File: src/rtl/deadtime_seq.sv
module deadtime_seq #(
  parameter int LS_W    = 10,
  parameter int TZ_W    = 8,
  parameter int CNT_W   = 12,
  parameter int LINE_TH = 666,
  parameter int LEG_CYC = 5,
  parameter int TMO_CYC = 200
) (
  input  logic            clk,
  input  logic            rst_n,
  input  logic            hs_req,
  input  logic            ls_req,
  input  logic            zcd,
  input  logic [LS_W-1:0] line_code,
  input  logic [TZ_W-1:0] tz_min,
  input  logic            mode_enh,
  input  logic            set_sel,
  output logic            hs_gate,
  output logic            ls_gate,
  output logic            dt_timeout
);

  localparam logic [31:0]      TH32  = 32'(LINE_TH);
  localparam logic [CNT_W-1:0] LEG_C = CNT_W'(LEG_CYC);
  localparam logic [CNT_W-1:0] TMO_C = CNT_W'(TMO_CYC);
  localparam logic [CNT_W-1:0] ONE_C = CNT_W'(1);

  typedef enum logic [2:0] {
    S_IDLE, S_HS, S_TZ, S_WRISE, S_LS, S_WFALL, S_LEG
  } st_t;

  st_t              st, st_n;
  logic [CNT_W-1:0] cnt, cnt_n, tgt, tgt_n;
  logic             zcd_d, tmo_n;
  logic [31:0]      code32, short32, ext32;

  wire zr = zcd & ~zcd_d;
  wire zf = ~zcd & zcd_d;

  assign code32  = 32'(line_code);
  assign short32 = (code32 < TH32) ? (TH32 - code32) : 32'd0;
  assign ext32   = (32'(tz_min) * short32 * 32'd2) / (TH32 * 32'd5);

  always_comb begin
    st_n  = st;
    cnt_n = cnt + ONE_C;
    tgt_n = tgt;
    tmo_n = 1'b0;
    unique case (st)
      S_IDLE:
        if (ls_req)      st_n = S_LS;
        else if (hs_req) st_n = S_HS;
      S_HS:
        if (!hs_req) begin
          st_n  = S_TZ;
          cnt_n = ONE_C;
          tgt_n = CNT_W'(32'(tz_min) + ext32);
        end
      S_TZ:
        if (cnt >= tgt) begin
          if (!zcd)        st_n = S_WRISE;
          else if (ls_req) st_n = S_LS;
          else             st_n = S_IDLE;
        end
      S_WRISE:
        if (!ls_req) st_n = S_IDLE;
        else if (zr) st_n = S_LS;
      S_LS:
        if (!ls_req) begin
          st_n  = S_WFALL;
          cnt_n = ONE_C;
        end
      S_WFALL:
        if (!mode_enh && !set_sel) begin
          if (cnt >= LEG_C) st_n = hs_req ? S_HS : S_IDLE;
        end else if (zf) begin
          if (mode_enh) st_n = hs_req ? S_HS : S_IDLE;
          else begin
            st_n  = S_LEG;
            cnt_n = ONE_C;
          end
        end else if (cnt >= TMO_C) begin
          st_n  = S_IDLE;
          tmo_n = 1'b1;
        end
      S_LEG:
        if (cnt >= LEG_C) st_n = hs_req ? S_HS : S_IDLE;
      default: st_n = S_IDLE;
    endcase
  end

  always_ff @(posedge clk) begin
    if (!rst_n) begin
      st         <= S_IDLE;
      cnt        <= '0;
      tgt        <= '0;
      zcd_d      <= 1'b0;
      hs_gate    <= 1'b0;
      ls_gate    <= 1'b0;
      dt_timeout <= 1'b0;
    end else begin
      st         <= st_n;
      cnt        <= cnt_n;
      tgt        <= tgt_n;
      zcd_d      <= zcd;
      hs_gate    <= (st_n == S_HS);
      ls_gate    <= (st_n == S_LS);
      dt_timeout <= tmo_n;
    end
  end

endmodule


File: config.mk
export PLATFORM = sky130hd
export DESIGN_NAME = deadtime_seq
export DESIGN_NICKNAME = d
export VERILOG_FILES = /design/src/rtl/deadtime_seq.sv
export SDC_FILE = /design/constraint.sdc
export NUM_CORES = 1
export LEC_CHECK = 0
export CAP_MARGIN = 20
export CORE_AREA = 2 2 156 174
export CTS_CLUSTER_DIAMETER = 40
export CTS_CLUSTER_SIZE = 10
export DETAILED_ROUTE_END_ITERATION = 10
export DIE_AREA = 0 0 158 176
export PLACE_DENSITY = 0.66
export SKIP_LAST_GASP = 1
export SLEW_MARGIN = 20
export SYNTH_ARGS = -nofsm -noshare
export SYNTH_HDL_FRONTEND = slang
export SYNTH_SLANG_ARGS = --single-unit
File: constraint.sdc
create_clock -name clk -period 26.6 [get_ports clk]
set_input_delay 2.66 -clock clk [delete_from_list [all_inputs] [get_ports clk]]
set_output_delay 2.66 -clock clk [all_outputs]
set_load 0.005 [all_outputs]
==> metrics.txt <==
post-route insts no fill about 1900; Total Neg Setup Slack 0 ps; GR Layer Usage met3 0.0142; CTS max path bufs 2; fin. max-slew vios 0; DRT iter0 DRCs 809; Yosys top cell area share 0.139; final setup fails 0; XOR/XNOR Fraction of Synth Area 0.0910; storage element area 621 um^2; dpl ws 2320 ps; area of the multi-input gates about 10000 um^2; synthesis-to-layout area growth 5.66%; CP max stage cell a311oi_4; routed wire length around 31 mm; number of synthesized flops with an enable pin 0; clock latency on the worst-skew pair 270 ps; top cells by area, synth fa_1 (14%), ha_1 (6.2%), dfxtp_1 (5.4%), nand2_1 (5.0%), a21oi_1 (4.8%); cell accounting for the most synthesized area fa_1; Synth Area in Compound Gates 0.300; first-pass GRT wire length between 50 and 60 mm; register bit total from synthesis 31; max-cap violation count 0; Chip Height roughly 180 um; vias in the first global route 11000; met1 Use GR 0.291; Netlist cell types about 130; Final Hold Viols 0; CP endpoint kind flop; number of diodes 0; top-count cell post-synth nand2_1; post-route DRC violation count 0; critical path class in2reg; Post-CTS Setup Repair Bufs 0; CTS Sinks 31; Die Area between 20000 and 30000 um^2; global routing's busiest layer met2; final antenna-violating net count 0; GRT Total Usage 0.222; placed cell count 1888; Slew @ Worst Pin 914 ps; Top FF cell, synth dfxtp_1; largest net degree at the start of global routing 37; Detailed Place HPWL between 20 and 30 mm; vias per inst about 6; syn_nets approximately 1700; Synth async-reset ratio 0; TritonCTS clock tree yes; Syn Inst Count 1557; simple-gate share of the synthesized area 0.264; Reg clk slew, reported paths 60 ps; synth cell count leaders nand2_1 (153), inv_1 (137), nor2_1 (129); fmax 0.0415 GHz; H-tree levels 2; crit share post-route 0.906; hold_buf cts 0; Die Wd 158 um; clock skew 10.7 ps; worst rel slew slack 0.389; clock root buffer clkbuf_16; final setup margin 2510 ps; crit path DAT 24290 ps; Initial DRT Pass Iterations 5; via count 11400; post-synthesis mux area share 0.0202; placer congestion estimate 0.919; RSZ-0062 raised after global routing false; Initial Utilization 0.446; Critical Path Max Stage Delay roughly 860 ps; critical path peak fanout 19; gr ovfl total 0; worst hold-check path type reg2reg; most frequent CP cell a21oi_1; share of cells above drive strength 1 0.0738; Final #Nets between 1500 and 2000; yosys warns 0; met2 usage 0.404; Period minus WS final 24090 ps; crit path launch type primary input; num ports 28; Mapped Area around 12000 um^2; post-CTS resize count 0; CTS buffer count 5; fill cell count approximately 2700; core area 25900 um^2; Port-buffer cells 27; Syn Area/Cell 7.43 um^2; Critical Path RT 26800 ps; std cell rows 62; main combinational cell family by area after synthesis compound AO/OA/AOI/OAI gates; status complete, no violations; WL per Instance about 16 um; part of the Yosys area used for sequential elements 0.0537; adder and majority gate portion of the synthesized area 0.204; initial antenna violation count 0
area by class of cell:
cell class / count / share of cell area
Inverter: 142 / 0.0436
Tap cell: 352 / 0.0361
Timing Repair Buffer: 30 / 0.0240
Clock buffer: 7 / 0.0125
Multi-Input combinational cell: 1333 / 0.832
Sequential cell: 31 / 0.0508
Clock inverter: 1 / 0.000615
cells in the final DEF, fill, tap and decap left out, types with 31 or more instances in the layout:
master,instances
nor3_1,68
nor2_1,128
inv_1,137
ha_1,57
xnor2_1,59
a21oi_1,112
dfxtp_1,31
xor2_1,45
fa_1,80
nand2_1,153
and2_1,33
nand3_1,37
o21ai_0,54
sequential cells by signal (all words and copies together), names as in the netlist:
signal / cells
st: 3
tgt: 12
hs_gate: 1
zcd_d: 1
ls_gate: 1
dt_timeout: 1
cnt: 12
kinds of logic after synthesis:
group | count (synthesis)
simple gates | 598
compound gates | 462
buf+inv | 193
fa+ha+maj | 141
xor+xnor | 112
flops | 31
mux | 20
per-stage QoR:
| step | utilization | area, um^2 | hold WS, ps |
|---|---|---|---|
| floorplan | - | 11600 | 432 |
| global placement | 0.465 | 12100 | 443 |
| detailed placement | 0.465 | 12100 | 445 |
| CTS | 0.471 | 12200 | 452 |
| global route | 0.471 | 12200 | 466 |
| finish | 0.471 | 12200 | 451 |
final timing paths:
| check | cells after the start | from | slack [ps] | endpoint |
|---|---|---|---|---|
| max | 72 | line_code[0] | 2510 | tgt[11] |
| min | 2 | tgt[4] | 450 | tgt[4] |
| max reg2reg | 23 | cnt[0] | 23120 | ls_gate |
| min reg2reg | 2 | tgt[4] | 450 | tgt[4] |
worst max-delay path, delay by kind of cell:
family | cells | cell delay, ps
AO/OA/AOI/OAI | 32 | 9350
AND/OR/NAND/NOR | 23 | 6080
adder cells (fa/ha/maj) | 6 | 2770
multiplexers | 4 | 1650
XOR/XNOR | 3 | 1080
buffers and inverters | 4 | 690
routing by layer:
metal,up-vias,share of wire
li1,5615,-
met3,45,0.034
met4,0,0.014
met5,-,0
met2,277,0.50
met1,5502,0.45
Power is left out: the tool's default activity adds up to more than one toggle a clock period on the data nets, which glitch-free logic cannot reach.
